**src/rtl/chbuf_pkg.sv**
```systemverilog
package chbuf_pkg;
    localparam int GRP_W  = 4;
    localparam int BYTE_W = 8;
    localparam int EN_W   = 2 * GRP_W + 1;
    localparam int B_START = 0;
    localparam int B_DONE  = 1;
    localparam int B_BRK   = 2;
    localparam int B_PERR  = 3;

    typedef enum logic [1:0] {
        KIND_CTRL  = 2'd0,
        KIND_ASYNC = 2'd1,
        KIND_SYNC  = 2'd2,
        KIND_ISOC  = 2'd3
    } chan_kind_e;

    typedef enum logic {
        ST_IDLE = 1'b0,
        ST_XFER = 1'b1
    } seq_state_e;
endpackage

```
**src/rtl/chbuf_decode.sv**
```systemverilog
module chbuf_decode
    import chbuf_pkg::*;
#(
    parameter int BW = BYTE_W
) (
    input  logic          clk,
    input  logic          rst_n,
    input  logic          is_rx,
    input  logic [1:0]    kind,
    input  logic          byte_vld,
    input  logic [BW-1:0] byte_val,
    output logic          brk_hit,
    output logic          perr_hit,
    output logic          pkt_active
);
    localparam logic [BW-1:0] TX_BRK    = BW'(8'h70);
    localparam logic [BW-1:0] TX_PERR   = BW'(8'h72);
    localparam logic [BW-1:0] RX_IDLE   = BW'(8'h00);
    localparam logic [BW-1:0] C_START   = BW'(8'h30);
    localparam logic [BW-1:0] C_DATA    = BW'(8'h32);
    localparam logic [BW-1:0] C_END     = BW'(8'h34);
    localparam logic [BW-1:0] C_BRK     = BW'(8'h36);
    localparam logic [BW-1:0] A_START   = BW'(8'h20);
    localparam logic [BW-1:0] A_DATA    = BW'(8'h22);
    localparam logic [BW-1:0] A_END     = BW'(8'h24);
    localparam logic [BW-1:0] A_BRK     = BW'(8'h26);
    localparam logic [BW-1:0] S_DATA    = BW'(8'h10);
    localparam logic [BW-1:0] I_DATA    = BW'(8'h18);

    chan_kind_e kind_e;
    logic       rx_brk_code;
    logic       own_start;
    logic       own_end;
    logic       code_ok;
    logic       pkt_q;
    logic       pkt_d;

    assign kind_e = chan_kind_e'(kind);

    always_comb begin
        rx_brk_code = (byte_val == C_BRK) || (byte_val == A_BRK);
        own_start   = 1'b0;
        own_end     = 1'b0;
        code_ok     = (byte_val == RX_IDLE) || rx_brk_code;
        unique case (kind_e)
            KIND_CTRL: begin
                own_start = (byte_val == C_START);
                own_end   = (byte_val == C_END);
                code_ok   = code_ok || own_start || own_end || (byte_val == C_DATA);
            end
            KIND_ASYNC: begin
                own_start = (byte_val == A_START);
                own_end   = (byte_val == A_END);
                code_ok   = code_ok || own_start || own_end || (byte_val == A_DATA);
            end
            KIND_SYNC: code_ok = code_ok || (byte_val == S_DATA);
            KIND_ISOC: code_ok = code_ok || (byte_val == I_DATA);
        endcase
    end

    always_comb begin
        brk_hit  = 1'b0;
        perr_hit = 1'b0;
        pkt_d    = pkt_q;
        if (byte_vld) begin
            if (is_rx) begin
                brk_hit  = rx_brk_code;
                perr_hit = !code_ok || (own_start && pkt_q);
                if (own_start) begin
                    pkt_d = 1'b1;
                end else if (own_end || rx_brk_code) begin
                    pkt_d = 1'b0;
                end
            end else begin
                brk_hit  = (byte_val == TX_BRK);
                perr_hit = (byte_val == TX_PERR) &&
                           (kind_e == KIND_CTRL || kind_e == KIND_ASYNC);
            end
        end
    end

    always_ff @(posedge clk or negedge rst_n) begin
        if (!rst_n) begin
            pkt_q <= 1'b0;
        end else begin
            pkt_q <= pkt_d;
        end
    end

    assign pkt_active = pkt_q;


    tx_stream_no_perr_chk: assert property (@(posedge clk) disable iff (!rst_n)
        (!is_rx && (kind_e == KIND_SYNC || kind_e == KIND_ISOC)) |-> !perr_hit);


    pkt_close_chk: assert property (@(posedge clk) disable iff (!rst_n)
        (is_rx && byte_vld && (own_end || rx_brk_code)) |=> !pkt_active);
endmodule

```
**src/rtl/chbuf_seq.sv**
```systemverilog
module chbuf_seq
    import chbuf_pkg::*;
#(
    parameter int GW = GRP_W
) (
    input  logic          clk,
    input  logic          rst_n,
    input  logic          ping_pong,
    input  logic          rdy_set,
    input  logic          rdy_clr,
    input  logic          ev_first,
    input  logic          ev_last,
    input  logic          brk_hit,
    input  logic          perr_hit,
    output logic          rdy,
    output logic          busy,
    output logic          commit,
    output logic          route_prev,
    output logic [GW-1:0] commit_vec
);
    seq_state_e    state_q;
    seq_state_e    state_d;
    logic          rdy_q;
    logic [GW-1:0] pend_q;
    logic [GW-1:0] acc;
    logic          launch;
    logic          in_buf;
    logic          finish;

    always_comb begin
        launch = (state_q == ST_IDLE) && rdy_q && ev_first;
        in_buf = (state_q == ST_XFER) || launch;
        finish = in_buf && ev_last;
        acc    = pend_q;
        if (launch)               acc[B_START] = 1'b1;
        if (in_buf && brk_hit)    acc[B_BRK]   = 1'b1;
        if (in_buf && perr_hit)   acc[B_PERR]  = 1'b1;
    end

    always_comb begin
        state_d = state_q;
        unique case (state_q)
            ST_IDLE: if (launch && !ev_last) state_d = ST_XFER;
            ST_XFER: if (ev_last)            state_d = ST_IDLE;
        endcase
    end

    always_ff @(posedge clk or negedge rst_n) begin
        if (!rst_n) begin
            state_q <= ST_IDLE;
            rdy_q   <= 1'b0;
            pend_q  <= '0;
        end else begin
            state_q <= state_d;
            if (rdy_set) begin
                rdy_q <= 1'b1;
            end else if (rdy_clr || (ping_pong && launch)) begin
                rdy_q <= 1'b0;
            end
            pend_q <= (in_buf && !finish) ? acc : '0;
        end
    end

    always_comb begin
        commit             = finish;
        route_prev         = rdy_q && !(ping_pong && launch);
        commit_vec         = acc;
        commit_vec[B_DONE] = 1'b1;
        rdy                = rdy_q;
        busy               = (state_q == ST_XFER);
    end


    rdy_set_wins_chk: assert property (@(posedge clk) disable iff (!rst_n)
        rdy_set |=> rdy_q);


    pingpong_consume_chk: assert property (@(posedge clk) disable iff (!rst_n)
        (ping_pong && ev_first && !busy && rdy_q && !rdy_set) |=> !rdy_q);


    circular_hold_chk: assert property (@(posedge clk) disable iff (!rst_n)
        (!ping_pong && rdy_q && !rdy_clr) |=> rdy_q);


    unarmed_first_chk: assert property (@(posedge clk) disable iff (!rst_n)
        (state_q == ST_IDLE && !rdy_q) |=> state_q == ST_IDLE);
endmodule

```
**src/rtl/chbuf_status.sv**
```systemverilog
module chbuf_status
    import chbuf_pkg::*;
#(
    parameter int GW = GRP_W
) (
    input  logic            clk,
    input  logic            rst_n,
    input  logic [1:0]      kind,
    input  logic            commit,
    input  logic            route_prev,
    input  logic [GW-1:0]   commit_vec,
    input  logic            lost_sync_ev,
    input  logic            bus_fault_ev,
    input  logic [GW-1:0]   w1c_prev,
    input  logic [GW-1:0]   w1c_cur,
    input  logic            w1c_lfs,
    input  logic            w1c_hbe,
    input  logic [2*GW:0]   irq_en,
    output logic [GW-1:0]   prev_q,
    output logic [GW-1:0]   cur_q,
    output logic            lfs_q,
    output logic            hbe_q,
    output logic            irq_mask,
    output logic            irq_nmi
);
    localparam int NGRP = 2;

    logic [NGRP-1:0][GW-1:0] grp_q;
    logic [NGRP-1:0][GW-1:0] grp_clr;
    logic [NGRP-1:0]         grp_sel;
    logic                    lfs_set;

    assign grp_clr[0] = w1c_prev;
    assign grp_clr[1] = w1c_cur;
    assign grp_sel[0] = commit && route_prev;
    assign grp_sel[1] = commit && !route_prev;
    assign lfs_set    = lost_sync_ev && (chan_kind_e'(kind) == KIND_SYNC);

    for (genvar g = 0; g < NGRP; g++) begin : g_grp
        always_ff @(posedge clk or negedge rst_n) begin
            if (!rst_n) begin
                grp_q[g] <= '0;
            end else begin
                grp_q[g] <= (grp_q[g] & ~grp_clr[g]) | (grp_sel[g] ? commit_vec : '0);
            end
        end
    end

    always_ff @(posedge clk or negedge rst_n) begin
        if (!rst_n) begin
            lfs_q <= 1'b0;
            hbe_q <= 1'b0;
        end else begin
            lfs_q <= (lfs_q && !w1c_lfs) || lfs_set;
            hbe_q <= (hbe_q && !w1c_hbe) || bus_fault_ev;
        end
    end

    assign prev_q   = grp_q[0];
    assign cur_q    = grp_q[1];
    assign irq_mask = |(grp_q[0] & irq_en[GW-1:0]) | |(grp_q[1] & irq_en[2*GW-1:GW])
                    | (lfs_q & irq_en[2*GW]);
    assign irq_nmi  = hbe_q;


    prev_keeps_cur_chk: assert property (@(posedge clk) disable iff (!rst_n)
        (commit && route_prev && w1c_cur == '0) |=> $stable(cur_q));


    done_always_chk: assert property (@(posedge clk) disable iff (!rst_n)
        (commit && route_prev) |=> (prev_q[B_DONE] && prev_q[B_START]));


    fault_nmi_chk: assert property (@(posedge clk) disable iff (!rst_n)
        bus_fault_ev |=> irq_nmi);


    clear_works_chk: assert property (@(posedge clk) disable iff (!rst_n)
        (w1c_hbe && !bus_fault_ev) |=> !hbe_q);
endmodule

```
**src/rtl/chbuf_status_tracker.sv**
```systemverilog
module chbuf_status_tracker
    import chbuf_pkg::*;
(
    input  logic              clk,
    input  logic              rst_n,
    input  logic              ping_pong,
    input  logic              is_rx,
    input  logic [1:0]        chan_kind,
    input  logic              rdy_set,
    input  logic              rdy_clr,
    input  logic              ev_first,
    input  logic              ev_last,
    input  logic              byte_vld,
    input  logic [BYTE_W-1:0] byte_val,
    input  logic              lost_sync_ev,
    input  logic              bus_fault_ev,
    input  logic [GRP_W-1:0]  w1c_prev,
    input  logic [GRP_W-1:0]  w1c_cur,
    input  logic              w1c_lfs,
    input  logic              w1c_hbe,
    input  logic [EN_W-1:0]   irq_en,
    output logic              rdy,
    output logic              busy,
    output logic [GRP_W-1:0]  prev_stat,
    output logic [GRP_W-1:0]  cur_stat,
    output logic              lfs_stat,
    output logic              hbe_stat,
    output logic              irq_mask,
    output logic              irq_nmi
);
    logic             brk_hit;
    logic             perr_hit;
    logic             pkt_active;
    logic             commit;
    logic             route_prev;
    logic [GRP_W-1:0] commit_vec;

    chbuf_decode #(.BW(BYTE_W)) u_decode (
        .clk        (clk),
        .rst_n      (rst_n),
        .is_rx      (is_rx),
        .kind       (chan_kind),
        .byte_vld   (byte_vld),
        .byte_val   (byte_val),
        .brk_hit    (brk_hit),
        .perr_hit   (perr_hit),
        .pkt_active (pkt_active)
    );

    chbuf_seq #(.GW(GRP_W)) u_seq (
        .clk        (clk),
        .rst_n      (rst_n),
        .ping_pong  (ping_pong),
        .rdy_set    (rdy_set),
        .rdy_clr    (rdy_clr),
        .ev_first   (ev_first),
        .ev_last    (ev_last),
        .brk_hit    (brk_hit),
        .perr_hit   (perr_hit),
        .rdy        (rdy),
        .busy       (busy),
        .commit     (commit),
        .route_prev (route_prev),
        .commit_vec (commit_vec)
    );

    chbuf_status #(.GW(GRP_W)) u_status (
        .clk          (clk),
        .rst_n        (rst_n),
        .kind         (chan_kind),
        .commit       (commit),
        .route_prev   (route_prev),
        .commit_vec   (commit_vec),
        .lost_sync_ev (lost_sync_ev),
        .bus_fault_ev (bus_fault_ev),
        .w1c_prev     (w1c_prev),
        .w1c_cur      (w1c_cur),
        .w1c_lfs      (w1c_lfs),
        .w1c_hbe      (w1c_hbe),
        .irq_en       (irq_en),
        .prev_q       (prev_stat),
        .cur_q        (cur_stat),
        .lfs_q        (lfs_stat),
        .hbe_q        (hbe_stat),
        .irq_mask     (irq_mask),
        .irq_nmi      (irq_nmi)
    );


    pkt_idle_after_reset_chk: assert property (@(posedge clk) disable iff (!rst_n)
        (!is_rx && !$past(is_rx) && !$past(pkt_active)) |-> !pkt_active);
endmodule

```
**config.mk**
```make
export PLATFORM = sky130hd
export DESIGN_NAME = chbuf_status_tracker
export DESIGN_NICKNAME = d
export VERILOG_FILES = /design/src/rtl/chbuf_pkg.sv /design/src/rtl/chbuf_decode.sv /design/src/rtl/chbuf_seq.sv /design/src/rtl/chbuf_status.sv /design/src/rtl/chbuf_status_tracker.sv
export SDC_FILE = /design/constraint.sdc
export NUM_CORES = 1
export LEC_CHECK = 0
export BUFFER_PORTS_ARGS = -buffer_cell sky130_fd_sc_hd__buf_2
export CORE_UTILIZATION = 38
export CTS_CLUSTER_DIAMETER = 40
export CTS_CLUSTER_SIZE = 12
export DETAILED_ROUTE_END_ITERATION = 12
export GPL_TIMING_DRIVEN = 0
export PLACE_DENSITY = 0.75
export SYNTH_ARGS = -nofsm -noshare
export SYNTH_HDL_FRONTEND = slang
export SYNTH_HIERARCHICAL = 1
export SYNTH_SLANG_ARGS = --single-unit
```
**constraint.sdc**
```tcl
create_clock -name clk -period 1.3 [get_ports clk]
set_input_delay 0.13 -clock clk [delete_from_list [all_inputs] [get_ports clk]]
set_output_delay 0.13 -clock clk [all_outputs]
set_load 0.01 [all_outputs]
```
Word level (Yosys, flattened, before mapping):

Cells that the tools add are included.
Widths: inputs -> output; s select.

* register bits after elaboration: 16
* input bits: 40
* output and inout bits: 14

* multiplexer cells: 20
* reduce and logical (&&, ||, !) cells: 47
* bitwise gates (word level): 12
* equality and inequality tests: 15

Operator list (count)
* $eq 8x6->1 const B: 8
* $logic_or 1x1->1: 17
* $and 4x4->4: 4
* $eq 8x5->1 const B: 2
* $eq 8x7->1 const B: 2
* $logic_and 1x1->1: 16
* $mux 1: 13
* $mux 4: 3
* $logic_not 8->1: 1
* $not 4->4: 2
* $or 4x4->4: 2
* $reduce_or 4->1: 2
* $logic_not 1->1: 7
* $pmux 1 s2: 3
* $eq 2x2->1 const B: 2
* $pmux 1 s4: 1
* $reduce_bool 2->1: 2
* $reduce_and 3->1: 1
* $eq 2x1->1 const B: 1
* $logic_not 2->1: 1
* $or 1x1->1: 2
* $and 1x1->1: 1
* $not 1->1: 1

Longest topological paths before layout:

Gate-level depths: netlist (run 1).

* depth after elaboration: 15
* gate-level depth with buffers: 7
* gate-level depth less buffers: 7

By module:

Netlist (run 1), hierarchy kept.

Modules (own cells, without submodules)
* chbuf_status: times used 1, area each 441.7 um2, cells an instance 46
* chbuf_seq: times used 1, area each 245.2 um2, cells an instance 25
* chbuf_decode: times used 1, area each 209.0 um2, cells an instance 29

Worst setup path before layout (run 1):

Ideal clock, no wire load.

* path kind: input to register
* start: input byte_val[5]
* end: register u_status.grp_q (netlist bit u_status/prev_q[3])
* slack: 27 ps
* cell stages on the path: 7
* arrival: 1147 ps
* required time: 1174 ps
* library setup time: 126 ps
* cells stage by stage: nor2b_2 -> and2_2 -> a41o_1 -> o221a_1 -> a21o_1 -> nand3_1 -> o21ai_0

* cells in the longest elaborated chain, start to end: 15

RTL lines
* start: declaration: RTL line chbuf_status_tracker.sv:14 `input logic [BYTE_W-1:0] byte_val,`
* $eq 8x6->1: RTL line chbuf_decode.sv:41 `rx_brk_code = (byte_val == C_BRK) || (byte_val == A_BRK);`
* $logic_or 1x1->1: RTL line chbuf_decode.sv:41
* $logic_or 1x1->1: RTL line chbuf_decode.sv:44 `code_ok = (byte_val == RX_IDLE) || rx_brk_code;`
* $logic_or 1x1->1, on equally long branches (3 in series): RTL line chbuf_decode.sv:54, chbuf_decode.sv:49
* $pmux 1 s4: RTL line chbuf_decode.sv:45 `unique case (kind_e)`
* $logic_not 1->1: RTL line chbuf_decode.sv:68 `perr_hit = !code_ok || (own_start && pkt_q);`
* $logic_or 1x1->1: RTL line chbuf_decode.sv:68
* $mux 1 (*): RTL line chbuf_decode.sv:66 `if (is_rx) begin`
* $mux 1 (*): RTL line chbuf_decode.sv:65 `if (byte_vld) begin`
* via perr_hit: RTL line chbuf_status_tracker.sv:32 `logic perr_hit;`
* $logic_and 1x1->1 (*): RTL line chbuf_seq.sv:37 `if (in_buf && perr_hit) acc[B_PERR] = 1'b1;`
* $mux 1 (*): RTL line chbuf_seq.sv:37
* via commit_vec[3]: RTL line chbuf_status_tracker.sv:36 `logic [GRP_W-1:0] commit_vec;`
* $mux 4 (*): RTL line chbuf_status.sv:44 `grp_q[g] <= (grp_q[g] & ~grp_clr[g]) | (grp_sel[g] ? commit_vec : '0);`
* $or 4x4->4 (*): RTL line chbuf_status.sv:44
* end signal: indexed assignment: RTL line chbuf_status.sv:44
* end: declaration: RTL line chbuf_status.sv:28 `logic [NGRP-1:0][GW-1:0] grp_q;`

The timed path passes the listed nets; every way through them passes the cells marked *.
A chain may end at the register's enable or synchronous reset.

Worst setup path in the final report (run 1):

* start: register u_status.grp_q (netlist bit u_status/prev_q[1])
* end: output irq_mask

* cells in the longest elaborated chain, start to end: 4

RTL lines
* $and 4x4->4: RTL line chbuf_status.sv:61 `assign irq_mask = |(grp_q[0] & irq_en[GW-1:0]) | |(grp_q[1] & irq_en[2*GW-1:GW])`
* $reduce_or 4->1: RTL line chbuf_status.sv:61
* $or 1x1->1: RTL line chbuf_status.sv:61
* $or 1x1->1: RTL line chbuf_status.sv:62 `| (lfs_q & irq_en[2*GW]);`
* end: declaration: RTL line chbuf_status_tracker.sv:28 `output logic irq_mask,`

No other way between the ends.

==> flow_metrics.py, run 1 <==
metrics = {
    "run_status": {
        "status": "complete, but fails checks",
        "violations": "setup timing",
    },
    "layout": {
        "final-seq-area_um2": 400,
        "fin_area_um2": 1330,
        "drive_gt1_frac": 0.458,
        "fill_cells": 206,
        "antenna_cells": 0,
        "nets": 207,
        "finalNonFillerCells": 194,
        "final_common_cell": "buf_2",
        "multi_input_area_um2": 459,
        "syn2layout_area_growth_pct": 48.0,
        "final_cell_mix": "53 x buf_2, 16 x dfrtp_1, 12 x inv_1",
    },
    "routing": {
        "drtAntennaViolNets": 0,
        "wl_per_cell_um": 11.5,
        "drt-total-wl_mm": 2.23,
        "drc": 0,
        "drt_iter0_drc": 13,
        "avgViaCountPerCell": 5.01,
        "vias": 971,
        "drt_first_pass_iters": 4,
    },
    "pwr": {
        "pwr-share-clk": 0.281,
        "pwr-share-comb": 0.242,
        "seq_power_share": 0.477,
        "netSwitchingPower_uw": 296,
        "peakVddDrop_uv": 467,
        "power_switching_share": 0.262,
        "power_density_nw_per_um2": 852,
        "p_leak_uw": 0.000704,
        "p_int_uw": 834,
    },
    "synth": {
        "ys_top_cells_by_area": "dfrtp_1 45%, o21ai_0 5.0%, inv_1 5.0%",
        "syn_inst": 100,
        "synth_top_family_by_area": "simple AND/OR/NAND/NOR gates",
        "synth_flop_cell": "dfrtp_1",
        "synth-compound-area-share": 0.236,
        "synth_edf_count": 0,
        "syn_area_per_cell_um2": 8.96,
        "async_reset_ff_frac": 1.00,
        "synth.ff_latch_count": 16,
        "yosys.area_share.simple": 0.236,
        "yosys_warnings": 6,
        "muxShareOfSynthArea": 0,
        "synthXorXnorAreaFrac": 0.00978,
        "yosys.area.top_type_share": 0.447,
        "synthesis.nets": 140,
        "synth_cell_types": 37,
        "synth_top_area_cell": "dfrtp_1",
        "seq_area_frac_synth": 0.447,
        "syn_area_um2": 896,
        "synth_fa_ha_area_frac": 0,
    },
    "place": {
        "place_area_um2": 1200,
        "routabilityCongestion": 0.755,
        "dpl.hpwl_mm": 1.64,
        "dp_cells": 181,
        "io_buffers": 53,
    },
    "worst_setup_path": {
        "cpPeakStageDelay_ps": 390,
        "worstPathCellList": "a222oi_1 -> nand3_1 -> buf_2",
        "endpoint_kind": "primary output",
        "ff2ff_setup_slack_ps": 30,
        "critPathKind": "register to primary output",
        "r2r_cells": 5,
        "cp.arrival_ps": 1300,
        "critical_path_required_ps": 1170,
        "slowest_stage": "dfrtp_1",
        "worstPathMaxFanout": 2,
        "critPathLaunchType": "register",
    },
    "cts": {
        "insertion_delay_ps": 280,
        "clockRootBuffer": "clkbuf_4",
        "clock-sinks": 16,
        "clk_path_buf_depth": 2,
        "cts_tree": "done",
        "ctsHtreeMaxLevel": 1,
        "path_clk_slew_ps": 90,
        "cts_buffers": 3,
    },
    "run": {
        "max_cap_violations": 0,
    },
    "sta": {
        "max_freq_ghz": 0.698,
        "fin_skew_ps": 7.92,
        "slew_violations": 0,
        "rsz0062_at_grt": "yes",
        "layout_setup_ws_ps": -133,
        "setup_viol": 1,
        "hold_viol_final": 0,
        "min_period_ps": 1430,
        "period_share": 1.10,
    },
    "grt": {
        "grt_start_max_net_pins": 17,
        "grt-ovfl-total": 0,
        "grt_usage": 0.179,
        "first_global_vias": 879,
        "grt_pass1_wl_mm": 3.39,
        "antenna_found_initial": 0,
    },
    "floorplanning": {
        "coreArea_um2": 2210,
        "dieArea_um2": 2560,
        "chipHeight_um": 50.6,
        "ios": 54,
        "start_util": 0.405,
        "rows": 17,
        "die_w_um": 50.6,
    },
    "worst_hold_path": {
        "hold_path_depth": 2,
        "hp-class": "input port to register",
    },
}
## kinds of logic (layout without fill, tap and decap cells)
kind of cell           after synthesis  count (layout)
AO/OA/AOI/OAI                       29              29
other                                1               1
buffers and inverters               14              80
XOR/XNOR                             1               1
AND/OR/NAND/NOR                     39              39
flip-flops                          16              16
## layer usage
| layer | vias to the layer above | GRT usage | part of all wire |
|---|---|---|---|
| met1 | 444 | 0.196 | 0.43 |
| met2 | 38 | 0.338 | 0.51 |
| li1 | 487 | - | - |
| met5 | - | 0 | 0 |
| met4 | 0 | 0.0833 | 0.0067 |
| met3 | 2 | 0.0212 | 0.055 |
## flip-flops by register name, indices dropped and copies added, names as in the netlist
| signal | flops |
|---|---|
| u_status/hbe_q | 1 |
| u_status/lfs_q | 1 |
| u_seq/rdy | 1 |
| u_decode/pkt_active | 1 |
| u_status/cur_q | 4 |
| u_seq/pend_q | 3 |
| u_status/prev_q | 4 |
| u_seq/busy | 1 |
## metrics by stage
stage | total power [µW] | utilization | hold slack (ps) | setup TNS [ps] | worst slack, ps
floorplan | 657 | - | -166 | 0 | 26.9
global placement | 777 | 0.541 | 57.9 | -553 | -209
detailed placement | 784 | 0.541 | 52.7 | -677 | -227
CTS | 1130 | 0.579 | 3.51 | -155 | -155
global route | 1200 | 0.600 | 2.16 | -304 | -237
finish | 1130 | 0.600 | 4.02 | -133 | -133
## worst paths after layout
kind,start,end
worst max-delay path,u_status/prev_q[1],irq_mask
worst min register to register,u_status/hbe_q,u_status/hbe_q
min in group asynchronous,rst_n,u_status/prev_q[1]
max in group asynchronous,rst_n,u_status/cur_q[2]
worst max register to register,u_seq/busy,u_status/cur_q[0]
worst min-delay path,w1c_prev[3],u_status/prev_q[3]
## synthesized netlist by cell type, types with 2 or more instances
cell type  number
a21o_1          4
nand2_1         8
nor2_1          6
buf_4           2
o21ai_0         9
nand3b_1        4
dfrtp_1        16
nor3_1          4
and2_2          2
nand3_1         7
inv_1          12
## critical path: cells and delay by family, from the launching register on
kind                   cells  cell delay (ps)
DFF                        1              390
AOI/OAI and AO/OA          1              370
buffers and inverters      1              150
and+or+nand+nor            1              110
## area by class of cell
class / instances / area share
well taps: 28 / 0.0264
repair buffers: 62 / 0.253
flip-flops and latches: 16 / 0.302
clock buffers: 4 / 0.0274
inverters: 12 / 0.0340
plain buffers: 2 / 0.0113
multi-input cells: 70 / 0.346
## power groups by stage
| stage | clock [µW] | sequential [µW] | combinational, µW |
|---|---|---|---|
| 2_1_floorplan | 0 | 561 | 95.6 |
| 3_3_place_gp | 0 | 552 | 226 |
| 3_5_place_dp | 0 | 554 | 230 |
| 4_1_cts | 332 | 539 | 255 |
| 5_1_grt | 348 | 544 | 304 |
| 6_report | 317 | 539 | 273 |
## what timing repair did
| action | in CTS | in global routing |
|---|---|---|
| setup endpoints to repair | 5 | 6 |
| endpoints found under the hold margin | 16 | 0 |
| setup buffers | 5 | 3 |
| hold buffers | 1 | 0 |
| pin swaps | 3 | 3 |
| cloned | 0 | 0 |
| gates resized for setup | 0 | 8 |
No activity file was read; power rests on OpenSTA's default activity.
==> inputs of run 2 (changes only) <==
--- a/config.mk
+++ b/config.mk
@@ -5,13 +5,14 @@
 export SDC_FILE = /design/constraint.sdc
 export NUM_CORES = 1
 export LEC_CHECK = 0
-export BUFFER_PORTS_ARGS = -buffer_cell sky130_fd_sc_hd__buf_2
-export CORE_UTILIZATION = 38
+export CORE_UTILIZATION = 54
 export CTS_CLUSTER_DIAMETER = 40
 export CTS_CLUSTER_SIZE = 12
 export DETAILED_ROUTE_END_ITERATION = 12
+export DONT_BUFFER_PORTS = 1
 export GPL_TIMING_DRIVEN = 0
-export PLACE_DENSITY = 0.75
+export PLACE_DENSITY = 0.72
+export SKIP_LAST_GASP = 1
 export SYNTH_ARGS = -nofsm -noshare
 export SYNTH_HDL_FRONTEND = slang
 export SYNTH_HIERARCHICAL = 1
==> constraint.sdc (replaced) <==
create_clock -name clk -period 1.3 [get_ports clk]
set_input_delay 0.195 -clock clk [delete_from_list [all_inputs] [get_ports clk]]
set_output_delay 0.195 -clock clk [all_outputs]
set_load 0.01 [all_outputs]
==> run 2 against run 1 <==
  * Critical path depth stayed put
  * Sequential share of layout area is 4.6 points higher
  * Power is 6.4% lower
  * Largest power group unchanged
  * First-iteration DRC count is 54% higher
  * Sequential power is 3.9% higher
  * The run still ends with setup timing left
  * Clock power hardly changed
==> flow_metrics.py, run 2 (synthesis results as in run 1) <==
metrics = {
    "run_status": {
        "status": "complete, but fails checks",
        "violations": "setup timing",
    },
    "routing": {
        "wl_per_cell_um": 14.7,
        "drt_iter0_drc": 20,
        "avgViaCountPerCell": 6.04,
        "drc": 0,
        "drt_first_pass_iters": 4,
        "drtAntennaViolNets": 0,
        "drt-total-wl_mm": 2.01,
        "vias": 828,
    },
    "cts": {
        "clockRootBuffer": "clkbuf_4",
        "cts_tree": "done",
        "ctsHtreeMaxLevel": 1,
        "cts_buffers": 3,
        "insertion_delay_ps": 280,
        "clock-sinks": 16,
        "path_clk_slew_ps": 80,
        "clk_path_buf_depth": 2,
    },
    "floorplanning": {
        "dieArea_um2": 1830,
        "die_w_um": 42.7,
        "rows": 14,
        "chipHeight_um": 42.7,
        "start_util": 0.588,
        "ios": 54,
        "coreArea_um2": 1520,
    },
    "sta": {
        "worst_slew_pin_slew_ps": 692,
        "min_period_ps": 1520,
        "slew_headroom": 0.537,
        "max_freq_ghz": 0.657,
        "fin_skew_ps": 3.87,
        "slew_violations": 0,
        "rsz0062_at_grt": "yes",
        "setup_viol": 1,
        "hold_viol_final": 0,
        "period_share": 1.17,
        "layout_setup_ws_ps": -222,
    },
    "worst_setup_path": {
        "worst_r2r_endpoint": "u_status/cur_q[0]",
        "ff2ff_setup_slack_ps": 10,
        "critPathLaunchType": "register",
        "r2r_cells": 5,
        "cp.arrival_ps": 1330,
        "critical_path_required_ps": 1110,
        "critPathKind": "register to primary output",
        "reg2reg_from": "u_seq/busy",
        "crit_path_end": "irq_mask",
        "startpoint": "u_status/prev_q[0]",
        "worstPathMaxFanout": 3,
        "endpoint_kind": "primary output",
    },
    "layout": {
        "nets": 162,
        "fill_cells": 121,
        "drive_gt1_frac": 0.198,
        "final_cell_mix": "15 x dlygate4sd3_1, 13 x dfrtp_1, 11 x inv_1",
        "final_util": 0.762,
        "antenna_cells": 0,
        "syn2layout_area_growth_pct": 29.6,
        "final_common_cell": "dlygate4sd3_1",
        "finalNonFillerCells": 137,
    },
    "grt": {
        "grt_usage": 0.252,
        "grt_pass1_wl_mm": 3.42,
        "grt_start_max_net_pins": 17,
        "first_global_vias": 866,
        "grt-ovfl-total": 0,
        "antenna_found_initial": 0,
    },
    "run": {
        "max_cap_violations": 0,
    },
    "place": {
        "dpl.hpwl_mm": 1.46,
        "dp_cells": 116,
        "routabilityCongestion": 0.691,
        "io_buffers": 0,
    },
    "pwr": {
        "seq_power_share": 0.529,
        "pwr-share-clk": 0.299,
        "p_int_uw": 797,
        "power_density_nw_per_um2": 911,
        "netSwitchingPower_uw": 261,
        "power_switching_share": 0.247,
        "pwr-share-comb": 0.172,
        "peakVddDrop_uv": 744,
        "p_leak_uw": 0.000516,
        "total_power_uw": 1060,
    },
    "worst_hold_path": {
        "hp-start": "w1c_hbe",
        "hp-class": "input port to register",
    },
}
[run 2: how the worst min path moves through the flow]
stage	endpoint	cells past startpoint
global route	u_seq/pend_q[0]	2
floorplan	u_decode/pkt_active	0
global placement	u_status/prev_q[1]	0
CTS	u_seq/rdy	1
finish	u_status/hbe_q	2
detailed placement	u_status/cur_q[1]	0
[run 2: final cells by class]
type | instances | area, µm² | share of cell area
Sequential cell | 16 | 404 | 0.348
Buffer | 2 | 15.0 | 0.0129
Inverter | 12 | 45.0 | 0.0388
Multi-Input combinational cell | 70 | 475 | 0.409
Clock buffer | 4 | 36.3 | 0.0313
Tap cell | 16 | 20.0 | 0.0172
Timing Repair Buffer | 17 | 165 | 0.142
[run 2: power by group through the flow]
stage | Sequential (µW) | Combinational [µW] | Clock, µW
global placement | 566 | 112 | 0
CTS | 559 | 168 | 331
floorplan | 561 | 99.5 | 0
global route | 564 | 202 | 359
detailed placement | 568 | 112 | 0
finish | 560 | 182 | 316
[run 2: worst max-delay path: stages (launching register included)]
cell and delay, ps:
dfrtp_1 440, a22o_1 250, a221oi_2 190, nand3_1 160
[run 2: metrics by stage]
step / area [µm²] / hold WS (ps) / setup WS (ps) / setup TNS [ps]
3_5_place_dp: 936 / -100 / -115 / -355
3_3_place_gp: 936 / -100 / -78.0 / -254
4_1_cts: 1130 / 1.52 / -235 / -235
2_1_floorplan: 916 / -101 / 11.3 / 0
5_1_grt: 1160 / 63.0 / -277 / -426
6_report: 1160 / 79.7 / -222 / -222
[run 2: timing repair]
item	CTS	global route
buffers inserted	1	1
hold endpoints to repair	31	1
hold buffers	14	1
gates resized for setup	5	11
pin swaps	1	6
endpoints found under the setup margin	5	7
[run 2: per-layer routing]
layer / track usage / up-vias / part of all wire
li1: - / 400 / -
met1: 0.292 / 385 / 0.41
met2: 0.418 / 38 / 0.50
met3: 0.0979 / 5 / 0.082
met4: 0.0938 / 0 / 0.012
met5: 0 / - / 0
==> inputs of run 3 (changes only) <==
==> constraint.sdc (replaced) <==
create_clock -name clk -period 1.3 [get_ports clk]
set_input_delay 0.39 -clock clk [delete_from_list [all_inputs] [get_ports clk]]
set_output_delay 0.39 -clock clk [all_outputs]
set_load 0.01 [all_outputs]
==> run 3 against run 2 <==
  * The flow still finishes with violations (setup timing)
  * Final area decreased by 7.8%
  * Core utilization decreased by 5.9 points
  * Global-route usage decreased by 4.3 points
  * Critical path depth unchanged
  * Sequential share of layout area increased by 2.9 points
  * Final cell count decreased by 8.0%
  * Combinational power decreased by 13%
  * Worst hold slack improved by 76 ps
  * Clock power about the same
  * Worst setup slack got worse by 160 ps
  * Die area unchanged
  * Critical path type unchanged
  * Largest cell class unchanged
  * Highest routed layer unchanged
==> flow_metrics.py, run 3 (synthesis results as in run 1) <==
metrics = {
    "run_status": {
        "status": "complete, but fails checks",
        "violations": "setup timing",
    },
    "place": {
        "preCtsSetupSlack_ps": -258,
        "place_area_um2": 958,
        "dpl.hpwl_mm": 1.39,
        "io_buffers": 0,
        "dp_cells": 116,
        "routabilityCongestion": 0.694,
    },
    "routing": {
        "drt-total-wl_mm": 1.90,
        "wl_per_cell_um": 15.1,
        "vias": 769,
        "drt_iter0_drc": 15,
        "avgViaCountPerCell": 6.10,
        "drt_first_pass_iters": 4,
        "drc": 0,
        "drtAntennaViolNets": 0,
    },
    "layout": {
        "final-seq-area_um2": 404,
        "final_common_cell": "dfrtp_1",
        "nets": 151,
        "syn2layout_area_growth_pct": 19.6,
        "fill_cells": 125,
        "multi_input_area_um2": 499,
        "finalNonFillerCells": 126,
        "antenna_cells": 0,
        "fin_area_um2": 1070,
        "drive_gt1_frac": 0.255,
        "final_cell_mix": "13 x dfrtp_1, 12 x inv_1, 7 x nand3_1",
    },
    "sta": {
        "period_share": 1.30,
        "hold_viol_final": 0,
        "max_freq_ghz": 0.594,
        "setup_viol": 1,
        "min_period_ps": 1680,
        "slew_violations": 0,
        "tns_ps": -384,
        "rsz0062_at_grt": "yes",
        "slew_headroom": 0.534,
        "layout_setup_ws_ps": -384,
        "worst_slew_pin_slew_ps": 697,
        "fin_skew_ps": 6.50,
    },
    "worst_setup_path": {
        "worstPathMaxFanout": 3,
        "cp_num_buf_inv": 0,
        "worst_r2r_endpoint": "u_status/prev_q[3]",
        "critPathLaunchType": "register",
        "cp.arrival_ps": 1290,
        "path_depth": 3,
        "endpoint_kind": "primary output",
        "crit_path_end": "irq_mask",
        "startpoint": "u_status/prev_q[0]",
        "reg2reg_from": "u_decode/pkt_active",
        "critical_path_required_ps": 910,
        "r2r_cells": 5,
        "slowest_stage": "dfrtp_2",
        "cp_top_family": "flip-flops",
        "cpPeakStageDelay_ps": 450,
        "ff2ff_setup_slack_ps": 10,
        "critPathKind": "register to primary output",
        "worstPathCellList": "a22o_1 -> a221oi_2 -> nand3_1",
    },
    "grt": {
        "grt_pass1_wl_mm": 2.86,
        "grt-ovfl-total": 0,
        "grt_usage": 0.209,
        "antenna_found_initial": 0,
        "first_global_vias": 734,
        "grt_start_max_net_pins": 17,
    },
    "floorplanning": {
        "chipHeight_um": 42.7,
        "coreArea_um2": 1520,
        "dieArea_um2": 1830,
        "ios": 54,
        "start_util": 0.588,
        "die_w_um": 42.7,
        "rows": 14,
    },
    "run": {
        "max_cap_violations": 0,
    },
    "pwr": {
        "power_density_nw_per_um2": 967,
        "peakVddDrop_uv": 669,
        "p_leak_uw": 0.000478,
    },
    "worst_hold_path": {
        "hp-class": "input port to register",
    },
    "cts": {
        "cts_buffers": 3,
        "ctsHtreeMaxLevel": 1,
        "path_clk_slew_ps": 90,
        "cts_tree": "done",
        "insertion_delay_ps": 280,
        "clk_path_buf_depth": 2,
        "clock-sinks": 16,
        "clockRootBuffer": "clkbuf_4",
    },
}
-- run 3: changes by cell type in the layout (fill, tap and decap cells not counted), sizes merged --
cell	change
dlygate4sd3	-14
buf	+3
-- run 3: area by class of cell --
class,count,area share
multi-input combinational,70,0.466
sequential,16,0.377
timing repair buffer,6,0.0444
inverter,12,0.0421
clock buffer,4,0.0339
tap,16,0.0187
buffer,2,0.0175
-- run 3: worst min path at each step --
stage / from / slack, ps / endpoint / depth (start not counted)
after global routing: ev_last / 140 / u_seq/busy / 1
after global placement: rst_n / 90 / u_status/cur_q[1] / 0
after floorplan: rst_n / 90 / u_decode/pkt_active / 0
final: ev_last / 160 / u_seq/pend_q[3] / 1
after CTS: ev_last / 150 / u_seq/busy / 1
after detailed placement: rst_n / 90 / u_status/cur_q[1] / 0
-- run 3: per-layer routing --
metal	wire (µm)	global-route usage
met4	9	0.0375
met3	224	0.0723
met2	899	0.327
met1	768	0.284
met5	0	0
-- run 3: worst register-to-register path, cell delays in order, from the launching register on --
cell	delay [ps]
dfrtp_1	410
a41o_1	220
o221a_1	230
a21o_1	200
nand3_1	70
o21ai_1	60
-- run 3: power breakdown --
| group | leakage (µW) | internal, µW | switching, µW |
|---|---|---|---|
| combinational | 0.000253 | 84.9 | 73.1 |
| clock | 0.0000210 | 170 | 149 |
| sequential | 0.000204 | 523 | 35.9 |
-- run 3: timing repair --
action	4_1_cts	5_1_grt
buffers inserted	3	2
hold endpoints to repair	16	0
endpoints found under the setup margin	5	10
pin swaps	1	6
gates resized for setup	5	12
hold buffers	1	0
-- run 3: per-stage QoR --
stage,power (µW),hold slack (ps),utilization
floorplan,666,94.4,-
global placement,683,94.7,0.629
detailed placement,686,94.8,0.629
CTS,1030,151,0.678
global route,1090,138,0.703
finish,1040,156,0.703
